`config.mk`:
```
export PLATFORM = sky130hd
export DESIGN_NAME = boxcar3_fullrate
export DESIGN_NICKNAME = d
export VERILOG_FILES = /design/src/rtl/bx_pkg.sv /design/src/rtl/bx_stage.sv /design/src/rtl/bx_fill_fsm.sv /design/src/rtl/boxcar3_fullrate.sv
export SDC_FILE = /design/constraint.sdc
export NUM_CORES = 1
export LEC_CHECK = 0
export BUFFER_PORTS_ARGS = -buffer_cell sky130_fd_sc_hd__buf_2
export CELL_PAD_IN_SITES_DETAIL_PLACEMENT = 1
export CELL_PAD_IN_SITES_GLOBAL_PLACEMENT = 1
export CORE_MARGIN = 4
export CORE_UTILIZATION = 58
export DETAILED_ROUTE_END_ITERATION = 12
export PLACE_DENSITY = 0.86
export SETUP_SLACK_MARGIN = 0.15
export SLEW_MARGIN = 20
export SYNTH_ARGS = -nofsm -noshare
export SYNTH_HDL_FRONTEND = slang
export SYNTH_HIERARCHICAL = 1
export SYNTH_SLANG_ARGS = --single-unit
```
`constraint.sdc`:
```
create_clock -name clk -period 4.3 [get_ports clk]
set_input_delay 0.86 -clock clk [delete_from_list [all_inputs] [get_ports clk]]
set_output_delay 0.86 -clock clk [all_outputs]
set_load 0.01 [all_outputs]
```
`src/rtl/bx_pkg.sv`:
```
package bx_pkg;

    typedef enum logic [0:0] {
        ST_FILL = 1'b0,
        ST_RUN  = 1'b1
    } fill_state_t;

    // Output word width: a 2-bit signed input widened by log2(R) per stage.
    function automatic int out_width(input int n_stages, input int win_len);
        return 2 + n_stages * $clog2(win_len);
    endfunction

endpackage

```
`src/rtl/bx_stage.sv`:
```
module bx_stage #(
    parameter int WIN_LEN = 32,
    parameter int IN_W    = 2,
    localparam int OUT_W  = IN_W + $clog2(WIN_LEN)
) (
    input  logic                    clk,
    input  logic                    rst_n,
    input  logic signed [IN_W-1:0]  din,
    output logic signed [OUT_W-1:0] sum
);

    logic signed [IN_W-1:0]  dly [WIN_LEN];
    logic signed [OUT_W-1:0] sum_q;

    // Delay line: dly[WIN_LEN-1] is the sample leaving the window this clock.
    always_ff @(posedge clk or negedge rst_n) begin
        if (!rst_n) begin
            for (int i = 0; i < WIN_LEN; i++) dly[i] <= '0;
        end else begin
            dly[0] <= din;
            for (int i = 1; i < WIN_LEN; i++) dly[i] <= dly[i-1];
        end
    end

    // Running sum: add the newcomer, drop the oldest.
    always_ff @(posedge clk or negedge rst_n) begin
        if (!rst_n) sum_q <= '0;
        else        sum_q <= sum_q + OUT_W'(din) - OUT_W'(dly[WIN_LEN-1]);
    end

    assign sum = sum_q;

endmodule

```
`src/rtl/bx_fill_fsm.sv`:
```
module bx_fill_fsm #(
    parameter int FILL_LEN = 96,
    localparam int CNT_W   = $clog2(FILL_LEN + 1)
) (
    input  logic clk,
    input  logic rst_n,
    output logic full
);
    import bx_pkg::*;

    fill_state_t state_q, state_d;
    logic [CNT_W-1:0] cnt_q;

    // State register process.
    always_ff @(posedge clk or negedge rst_n) begin
        if (!rst_n) state_q <= ST_FILL;
        else        state_q <= state_d;
    end

    // Next state: fill-complete on the clock that ends the fill period.
    always_comb begin
        state_d = state_q;
        unique case (state_q)
            ST_FILL: if (cnt_q == CNT_W'(FILL_LEN - 1)) state_d = ST_RUN;
            ST_RUN:  state_d = ST_RUN;
            default: state_d = ST_FILL;
        endcase
    end

    always_ff @(posedge clk or negedge rst_n) begin
        if (!rst_n)                 cnt_q <= '0;
        else if (state_q == ST_FILL) cnt_q <= cnt_q + 1'b1;
    end

    // Output process.
    always_comb begin
        unique case (state_q)
            ST_FILL: full = 1'b0;
            ST_RUN:  full = 1'b1;
            default: full = 1'b0;
        endcase
    end

endmodule

```
`src/rtl/boxcar3_fullrate.sv`:
```
module boxcar3_fullrate #(
    parameter int WIN_LEN = 32,
    parameter int STAGES  = 3,
    localparam int LG     = $clog2(WIN_LEN),
    localparam int Y_W    = bx_pkg::out_width(STAGES, WIN_LEN)
) (
    input  logic                  clk,
    input  logic                  rst_n,
    input  logic                  ds_bit,
    output logic signed [Y_W-1:0] y,
    output logic                  y_valid
);

    initial begin
        if (WIN_LEN < 2 || (1 << LG) != WIN_LEN)
            $error("WIN_LEN must be a power of two, at least 2");
    end

    // Bit 1 -> +1, bit 0 -> -1.
    logic signed [1:0] x0;
    assign x0 = ds_bit ? 2'sb01 : 2'sb11;

    for (genvar k = 0; k < STAGES; k++) begin : g_st
        localparam int IW = 2 + k * LG;
        localparam int OW = IW + LG;
        logic signed [IW-1:0] s_in;
        logic signed [OW-1:0] s_out;

        if (k == 0) begin : g_src
            assign s_in = x0;
        end else begin : g_src
            assign s_in = g_st[k-1].s_out;
        end

        bx_stage #(
            .WIN_LEN (WIN_LEN),
            .IN_W    (IW)
        ) u_stage (
            .clk   (clk),
            .rst_n (rst_n),
            .din   (s_in),
            .sum   (s_out)
        );
    end

    assign y = g_st[STAGES-1].s_out;

    bx_fill_fsm #(
        .FILL_LEN (STAGES * WIN_LEN)
    ) u_fill (
        .clk   (clk),
        .rst_n (rst_n),
        .full  (y_valid)
    );

endmodule

```
==> results.md, run 1 <==
- Final GP Congestion: approximately 0.80
- Die area: between 30000 and 40000 um2
- WS Path Type: flip-flop to flip-flop
- Post-Syn Area: 20700 um2
- Final Cycle Share: between 70% and 80%
- Yosys cell types: 45
- Commonest non-fill, non-tap cell in the layout: dfrtp_1
- Worst slew pin tran: between 0.6 and 0.7 ns
- Area share of the largest cell type after synthesis: 86.7%
- Most frequent cells in the layout: dfrtp_1 (716), inv_1 (119), clkbuf_16 (71)
- Worst min-delay path class: input pin to async pin
- Slew Viols, Final: 0
- Post-CTS setup buffer count: 0
- Setup TNS: 0 ns
- Sequential element share of the synthesized area: just under 90%
- Synthesized flop and latch total: 716
- Initial DRC count: ~620
- Fin crit period: around 3.3 ns
- CP Max Fanout: 6
- Hold Slack: 0.178 ns
- First-pass GRT wire length: between 70 and 80 mm
- Initial core utilization: 59.4%
- Pin count of the biggest net entering global routing: 129
- Global Route Usage Sum: 26.9%
- Main synth FF type: dfrtp_1
- DRC Markers: 0
- Num Clock Sinks: approximately 720
- Final Hold Viols: 0
- # setup viols final: 0
- Maximum achievable frequency: around 310 MHz
- Post-CTS Hold Buffers: 0
- Pre-antenna DRT Iters: 5
- Relative slew slack: 57.0%
- Detailed Route WL: 48.3 mm
- Biggest area consumer among synthesized cells: dfrtp_1
- Critical Path AT: ~3.7 ns
- Drt via density: between 5 and 6
- Syn avg cell area: about 19 um2
- Fillers: between 2000 and 3000
- Share of cells above drive strength 1: around 13%
- Total CTS buffers: 67
- Worst setup SP type: flip-flop
- Post-synth EDFFs: 0
- H-tree levels: 3
- CTS resizes: 0
- Diode count: 0
- CORE AREA: 34800 um2
- Vias: between 8000 and 9000
- Clock slew at reported path FFs: roughly 0.07 ns
- Horiz. Die Dim: 197 um
- Clock Latency Late Sink: a little under 0.6 ns
- RSZ-0062 raised after global routing: false
- # IOs: 21
- Synth top area cells: dfrtp_1 (87%), fa_1 (3.2%), ha_1 (2.4%)
- Nets: about 1200
- Vias in the first global route: between 10000 and 15000
- Port Buffers: 20
- Area of the multi-input gates: approximately 2300 um2
- Post-route ant nets: 0
- Initial antenna violation count: 0
- Overflow after GRT: 0
- Detailed-placement wirelength estimate: 22.6 mm
- Cells after Synth: roughly 1100
- Status: completed
- Vert. Die Dim: slightly below 200 um
- Layout area overhead: 15.2%
- CTS tree: built
- Row count: 68
- Critical path data required time: ~4.8 ns
- Reg area: about 18000 um2
- Max-Cap Viols: 0
- Ys Warns: 6
- Ys async rst share: 100%
- Wire length per cell: 28.8 um
- Clk buf depth: 3
- Layout Skew: between 0.015 and 0.02 ns
- Root buffer cell: clkbuf_16
- Critical Path End Type: flip-flop
## through the flow
stage | worst slack, ns | cells | util, % | area [um2]
2_1_floorplan | 1.49 | 1068 | - | 20700
3_3_place_gp | 1.27 | 1556 | 61.8 | 21500
3_5_place_dp | 1.11 | 1556 | 61.8 | 21500
4_1_cts | 1.11 | 1673 | 68.3 | 23800
5_1_grt | 0.944 | 1674 | 68.4 | 23800
6_report | 1.04 | 1674 | 68.4 | 23800
## Yosys cell counts, types with 2 or more instances
library cell and instances:
a211oi_1 3, a211oi_2 2, a21boi_1 2, a21o_1 10
a21o_2 3, a21oi_1 20, a21oi_2 2, a31oi_1 3
and2_1 3, and3_1 2, dfrtp_1 716, fa_1 33
ha_1 40, inv_1 119, nand2_1 12, nand2b_1 2
nand3_1 2, nand4_1 4, nand4b_1 2, nor2_1 9
nor3_1 2, o211ai_1 4, o21a_1 2, o21ai_0 7
o21bai_1 4, xnor2_1 24, xor2_1 17
## sequential cells by signal, indices dropped and copies added (netlist names)
register	cells
g_st.u_stage/sum	36
u_fill/state_q	1
g_st.u_stage/dly	672
u_fill/cnt_q	7
## final cells by class
class / instances / area share, %
Sequential cell: 716 / 75.3
Multi-Input combinational cell: 232 / 9.64
Clock buffer: 100 / 8.64
Tap cell: 455 / 2.39
Inverter: 119 / 1.88
Timing Repair Buffer: 35 / 1.34
Clock inverter: 17 / 0.820
## final timing paths
check	startpoint	endpoint	slack (ns)	depth (start not counted)
worst min-delay path	rst_n	g_st[2].u_stage/dly[167]	0.18	1
worst max-delay path	g_st[1].u_stage/sum[6]	g_st[2].u_stage/sum[15]	1.04	9
min in group clk	g_st[2].u_stage/dly[28]	g_st[2].u_stage/dly[16]	0.34	0
max in group asynchronous	rst_n	g_st[1].u_stage/dly[175]	2.79	3
worst max register to register	g_st[1].u_stage/sum[6]	g_st[2].u_stage/sum[15]	1.04	9
worst min register to register	g_st[2].u_stage/dly[28]	g_st[2].u_stage/dly[16]	0.34	0
## worst max-delay path: stages (launching register included)
cell and delay (ns):
dfrtp_1 0.38, inv_1 0.13, fa_1 0.57, inv_1 0.05, ha_1 0.42, a21oi_1 0.41, o211ai_1 0.24, a31oi_1 0.57
o21ai_0 0.19, xor2_1 0.18
## cells by family (layout without fill, tap and decap cells)
kind of cell    count (synthesis)  count (layout)  share of synthesized area, %
mux                             1               1                        0.0545
flops                         716             716                          86.7
buf+inv                       120             271                          2.18
xor+xnor                       41              41                          1.74
other cells                     1               2                        0.0182
simple gates                   43              43                          1.10
fa+ha+maj                      73              73                          5.62
compound gates                 72              72                          2.56
## routing by layer
metal	track usage (%)	routed length, um	up-vias
li1	-	-	3530
met1	32.8	17600	5013
met2	47.7	26600	317
met3	4.51	1780	139
met4	11.9	2250	0
met5	0	0	-
Power of run 1 is not shown: default switching activity piles up to over one toggle a cycle in this logic, so the estimate is an artifact.
==> run 2, diff against run 1 <==
--- a/config.mk
+++ b/config.mk
@@ -9,9 +9,9 @@
 export CELL_PAD_IN_SITES_DETAIL_PLACEMENT = 1
 export CELL_PAD_IN_SITES_GLOBAL_PLACEMENT = 1
 export CORE_MARGIN = 4
-export CORE_UTILIZATION = 58
+export CORE_UTILIZATION = 54
 export DETAILED_ROUTE_END_ITERATION = 12
-export PLACE_DENSITY = 0.86
+export PLACE_DENSITY = 0.81
 export SETUP_SLACK_MARGIN = 0.15
 export SLEW_MARGIN = 20
 export SYNTH_ARGS = -nofsm -noshare
==> constraint.sdc (replaced) <==
create_clock -name clk -period 3 [get_ports clk]
set_input_delay 0.6 -clock clk [delete_from_list [all_inputs] [get_ports clk]]
set_output_delay 0.6 -clock clk [all_outputs]
set_load 0.01 [all_outputs]
==> run 2 against run 1 <==
  * Via count shrank 0.18%
  * Worst hold slack lost 0.15 ns
  * Global-route usage shrank 3.8 points
  * Cell area grew 1.8%
  * Clock-buffer cell count shrank 6
==> results.md, run 2 (synthesis results as in run 1) <==
- Largest register by flop count: g_st.u_stage/dly
- Pre-antenna DRT Iters: 5 (unchanged)
- Worst r2r src: g_st[1].u_stage/sum[3]
- Root buffer cell: clkbuf_16
- Clock Latency Late Sink: 0.59 ns (about the same)
- FF-to-FF End: g_st[1].u_stage/sum[11]
- Initial core utilization: 54.8% (-4.5 points)
- Row count: 71 (+4.4%)
- # IOs: 21 (unchanged)
- Diode count: 0 (unchanged)
- Final Cycle Share: 94.9% (+19 points)
- CORE AREA: 37700 um2 (+8.2%)
- Hold Slack: 0.0306 ns (-0.148 ns)
- Status: completed
- Critical Path AT: 3.34 ns (-0.38 ns)
- Critical Path Start: g_st[1].u_stage/sum[3]
- R2R setup slack: 0.15 ns (-0.89 ns)
- Wire length per cell: 26.7 um (-7.3%)
- Overflow after GRT: 0 (unchanged)
- Share of cells above drive strength 1: 16.9% (+4.3 points)
- Clock slew at reported path FFs: 0.07 ns (about the same)
- Die area: 41400 um2 (+7.1%)
- CP Max Fanout: 5 (-1)
- Critical Path End Type: flip-flop
- Final GP Congestion: 0.822 (+2.3%)
- Detailed Route WL: 46.6 mm (-3.4%)
- Most frequent cells in the layout: dfrtp_1 (713), inv_1 (117), clkbuf_16 (71)
- Commonest non-fill, non-tap cell in the layout: dfrtp_1
- H-tree levels: 3 (unchanged)
- Detailed-placement wirelength estimate: 20.3 mm (-9.8%)
- Maximum achievable frequency: 351 MHz (+14%)
- RSZ-0062 raised after global routing: true
- # setup viols final: 0 (unchanged)
- Worst setup SP type: flip-flop
- Slew Viols, Final: 0 (unchanged)
- Initial antenna violation count: 1 (+1)
- Worst min-delay path class: input pin to async pin
- Worst slew pin tran: 0.678 ns (+0.0391 ns)
- Pin count of the biggest net entering global routing: 85 (-34%)
- Nets: 1264 (+1.4%)
- Max-Cap Viols: 0 (unchanged)
- Critical path data required time: 3.49 ns (-1.27 ns)
- Vert. Die Dim: 204 um (+3.5%)
- First-pass GRT wire length: 70.5 mm (-6.4%)
- Fin crit period: 2.85 ns (-0.413 ns)
- Layout area overhead: 17.2%
- CTS tree: built
- Port Buffers: 20 (unchanged)
- Num Clock Sinks: 716 (unchanged)
- R2R cell count: 9 (unchanged)
- Final Hold Viols: 0 (unchanged)
- Vias in the first global route: 10800 (-3.2%)
- Setup TNS: 0 ns (unchanged)
- Initial DRC count: 593 (-4.5%)
- Clk buf depth: 3 (unchanged)
- Total CTS buffers: 68 (+1.5%)
- Post-route ant nets: 0 (unchanged)
- Relative slew slack: 54.8% (-2.2 points)
- Global Route Usage Sum: 23.1% (-3.8 points)
- Max reg flops: 672 (unchanged)
- WS Path Type: flip-flop to flip-flop
- Vias: 8983 (-0.18%)
- Drt via density: 5.15 (-4.2%)
- DRC Markers: 0 (unchanged)
- Critical path destination: g_st[1].u_stage/sum[11]
- Horiz. Die Dim: 204 um (+3.5%)
- Layout Skew: 0.0231 ns (+0.00412 ns)
==> run 2: changes by cell type in the layout (fill, tap and decap cells not counted), moves of 4 or more <==
| cell | before | now |
|---|---|---|
| ha_2 | 0 | 7 |
| ha_4 | 0 | 4 |
| ha_1 | 40 | 29 |
| buf_4 | 8 | 22 |
| clkbuf_1 | 12 | 8 |
==> run 2: metrics by stage <==
stage | std cells | util (%) | area [um2] | setup slack [ns]
after floorplan | 1068 | - | 20700 | 0.439
after global placement | 1617 | 57.5 | 21700 | 0.322
after detailed placement | 1617 | 57.5 | 21700 | 0.0486
after CTS | 1736 | 63.7 | 24000 | 0.0926
after global routing | 1745 | 64.3 | 24200 | 0.0937
final | 1745 | 64.3 | 24200 | 0.153
==> run 2: final cells by class <==
cell class              instances  area, um2
repair buffers                 51        455
clock buffers                  94       2010
clock inverters                22        229
inverters                     119        447
fillers                      3163      13400
multi-input cells             232       2510
flip-flops and latches        716      17900
well taps                     511        639
==> run 2: metal layers <==
layer	wire, um	global-route usage [%]	vias to the layer above
met4	2060	8.89	2
met2	24500	39.7	324
met5	7	0	-
li1	-	-	3551
met3	2040	4.83	156
met1	18000	29.5	4950
==> run 2: timing repair <==
action                                  in CTS  in global routing
endpoints found under the setup margin      11                 10
hold buffers                                 0                  0
gates cloned                                 0                  0
buffers inserted                             3                  9
gates resized for setup                     18                 30
endpoints found under the hold margin        0                  0
pin swaps                                    7                 15
==> run 2: worst max-delay path, cell delays in order (launching register included) <==
cell	delay, ns
dfrtp_2	0.40
inv_1	0.10
fa_1	0.57
inv_1	0.09
ha_2	0.34
and3_4	0.19
a2111oi_4	0.48
a21oi_4	0.15
a41oi_2	0.27
xnor2_2	0.16
==> run 2: worst min path at each step <==
stage,to,slack [ns],depth (start not counted),start
2_1_floorplan,g_st[0].u_stage/dly[0],0.30,0,rst_n
3_5_place_dp,g_st[2].u_stage/dly[112],0.34,0,g_st[2].u_stage/dly[124]
4_1_cts,g_st[2].u_stage/sum[11],0.01,1,rst_n
5_1_grt,g_st[2].u_stage/sum[1],0.04,1,rst_n
6_report,g_st[2].u_stage/sum[5],0.03,1,rst_n
3_3_place_gp,g_st[2].u_stage/dly[287],0.33,0,g_st[2].u_stage/dly[299]
Power of run 2 is left out for the same reason.
==> run 3, diff against run 2 <==
--- a/config.mk
+++ b/config.mk
@@ -6,12 +6,11 @@
 export NUM_CORES = 1
 export LEC_CHECK = 0
 export BUFFER_PORTS_ARGS = -buffer_cell sky130_fd_sc_hd__buf_2
-export CELL_PAD_IN_SITES_DETAIL_PLACEMENT = 1
-export CELL_PAD_IN_SITES_GLOBAL_PLACEMENT = 1
 export CORE_MARGIN = 4
-export CORE_UTILIZATION = 54
+export CORE_UTILIZATION = 55
 export DETAILED_ROUTE_END_ITERATION = 12
-export PLACE_DENSITY = 0.81
+export PLACE_DENSITY = 0.78
+export REMOVE_ABC_BUFFERS = 1
 export SETUP_SLACK_MARGIN = 0.15
 export SLEW_MARGIN = 20
 export SYNTH_ARGS = -nofsm -noshare
==> constraint.sdc (replaced) <==
create_clock -name clk -period 2.4 [get_ports clk]
set_input_delay 0.48 -clock clk [delete_from_list [all_inputs] [get_ports clk]]
set_output_delay 0.48 -clock clk [all_outputs]
set_load 0.01 [all_outputs]
==> run 3 against run 2 <==
  * The flow now finishes with violations (negative setup slack)
  * Sequential cell count unchanged
  * Critical path depth did not move
  * Global-route usage is 3.0 points lower
  * Final cell count rose by 3.7%
  * Sequential share of layout area fell by 1.7 points
  * Critical endpoint is now g_st[2].u_stage/sum[10]
==> results.md, run 3 (synthesis results as in run 1) <==
- Critical Path End Type: flip-flop
- DRC Markers: 0 (unchanged)
- Status: finished, violations left
- Post-route ant nets: 0 (unchanged)
- Nets: 1325 (+4.8%)
- # setup viols final: 18 (+18)
- Finished Cell Area: 24800 um2 (+2.4%)
- Initial antenna violation count: 1 (unchanged)
- Max reg flops: 672 (unchanged)
- Maximum achievable frequency: 362 MHz (+3.1%)
- CTS tree: built
- Relative slew slack: 59.8% (+5.0 points)
- Vias: 9093 (+1.2%)
- Fin crit period: 2.76 ns (-0.0864 ns)
- Final Hold Viols: 0 (unchanged)
- Fillers: 2111 (-33%)
- Vias in the first global route: 10600 (-1.3%)
- Share of cells above drive strength 1: 23.6% (+6.7 points)
- DP Area: 22100 um2 (+1.8%)
- Pre-antenna DRT Iters: 7 (+2)
- Clock Latency Late Sink: 0.58 ns (about the same)
- Worst min-delay path class: input pin to flip-flop
- H-tree levels: 3 (unchanged)
- Failing checks: negative setup slack
- Critical path, cell by cell: inv_1, fa_1, inv_1, ha_1, a21o_1, a211oi_4, nor2_2, a21o_1, xor2_2
- RSZ-0062 raised after global routing: true
- First-pass GRT wire length: 62.3 mm (-12%)
- CORE AREA: 36900 um2 (-2.1%)
- Most frequent cells in the layout: dfrtp_1 (713), inv_1 (100), buf_4 (82)
- Total CTS buffers: 67 (-1.5%)
- Global Route Usage Sum: 20.1% (-3.0 points)
- Drt via density: 5.03 (-2.4%)
- CP Max Fanout: 5 (unchanged)
- Max-Cap Viols: 0 (unchanged)
- Die area: 40700 um2 (-1.7%)
- Detailed-placement wirelength estimate: 17.4 mm (-15%)
- Crit-path max cell delay: 0.53 ns (-0.04 ns)
- Wire length per cell: 22.2 um (-17%)
- Worst slew pin tran: 0.603 ns (-0.0747 ns)
- Root buffer cell: clkbuf_16
- Num Clock Sinks: 716 (unchanged)
- Final GP Congestion: 0.829 (+0.86%)
- CP max-delay cell: fa_1
- # IOs: 21 (unchanged)
- Final Cycle Share: 115% (+20 points)
- Critical path data required time: 2.85 ns (-0.64 ns)
- WS Path Type: flip-flop to flip-flop
- Port Buffers: 20 (unchanged)
- Slew Viols, Final: 0 (unchanged)
- Clk buf depth: 3 (unchanged)
- Worst setup margin: -0.360 ns (-0.514 ns)
- Initial core utilization: 56.0% (+1.2 points)
- Cells after DPL: 1668 (+3.2%)
- Largest register by flop count: g_st.u_stage/dly
- Vert. Die Dim: 202 um (-0.88%)
- Layout Skew: 0.0307 ns (+0.00755 ns)
- Horiz. Die Dim: 202 um (-0.88%)
- Row count: 70 (-1.4%)
- Pin count of the biggest net entering global routing: 83 (-2.4%)
- Detailed Route WL: 40.1 mm (-14%)
- Overflow after GRT: 0 (unchanged)
- Finished Layout Cells: 1809 (+3.7%)
- Initial DRC count: 578 (-2.5%)
- Worst setup SP type: flip-flop
- Post-layout util: 67.3% (+3.0 points)
- Clock slew at reported path FFs: 0.06 ns (about the same)
- Layout area overhead: 20.1%
- Commonest non-fill, non-tap cell in the layout: dfrtp_1
- Critical Path AT: 3.21 ns (-0.13 ns)
## run 3: repair_timing
item / in CTS / in global routing
resized for setup: 53 / 46
pin swaps: 43 / 19
hold buffers: 1 / 0
buffers inserted: 10 / 5
hold endpoints to repair: 37 / 0
endpoints found under the setup margin: 25 / 23
## run 3: final cells by class
type	instances	area [um2]	area share (%)
diodes	2	5.00	0.0202
clock buffers	95	1920	7.76
clock inverters	28	262	1.05
inverters	119	447	1.80
multi-input cells	232	2710	10.9
flip-flops and latches	716	17900	72.3
well taps	504	631	2.54
repair buffers	113	901	3.63
## run 3: critical path, delay by kind of cell, from the launching register on
family	cells	cell delay (ns)
compound gates	3	0.88
flops	1	0.42
buf+inv	2	0.15
simple gates	1	0.09
xor+xnor	1	0.16
fa+ha+maj	2	0.94
## run 3: path summary, 6_finish.rpt
path                            slack (ns)                  endpoint  cells past startpoint                    start
worst min register to register        0.33   g_st[1].u_stage/dly[61]                      0  g_st[1].u_stage/dly[68]
min in group asynchronous             0.46  g_st[2].u_stage/dly[119]                      2                    rst_n
worst min-delay path                  0.24   g_st[0].u_stage/dly[63]                      3                   ds_bit
worst max register to register       -0.36   g_st[2].u_stage/sum[10]                      9   g_st[2].u_stage/sum[7]
max in group asynchronous             0.98    g_st[1].u_stage/sum[2]                      3                    rst_n
worst max-delay path                 -0.36   g_st[2].u_stage/sum[10]                      9   g_st[2].u_stage/sum[7]
## run 3: metrics by stage
| step | TNS [ns] | setup slack, ns | hold slack, ns |
|---|---|---|---|
| detailed placement | -3.18 | -0.501 | 0.335 |
| global placement | -1.82 | -0.242 | 0.333 |
| global route | -4.70 | -0.384 | 0.234 |
| CTS | -1.97 | -0.209 | 0.214 |
| floorplan | -0.670 | -0.161 | 0.184 |
| finish | -3.77 | -0.360 | 0.243 |
## run 3: per-layer routing
layer | part of all wire (%) | track usage, % | up-vias
met5 | 0 | 0 | -
met4 | 5.4 | 9.35 | 0
met3 | 5.3 | 4.94 | 159
met2 | 49 | 32.3 | 319
met1 | 40 | 26.4 | 4927
li1 | - | - | 3688
Power of run 3 is left out for the same reason.
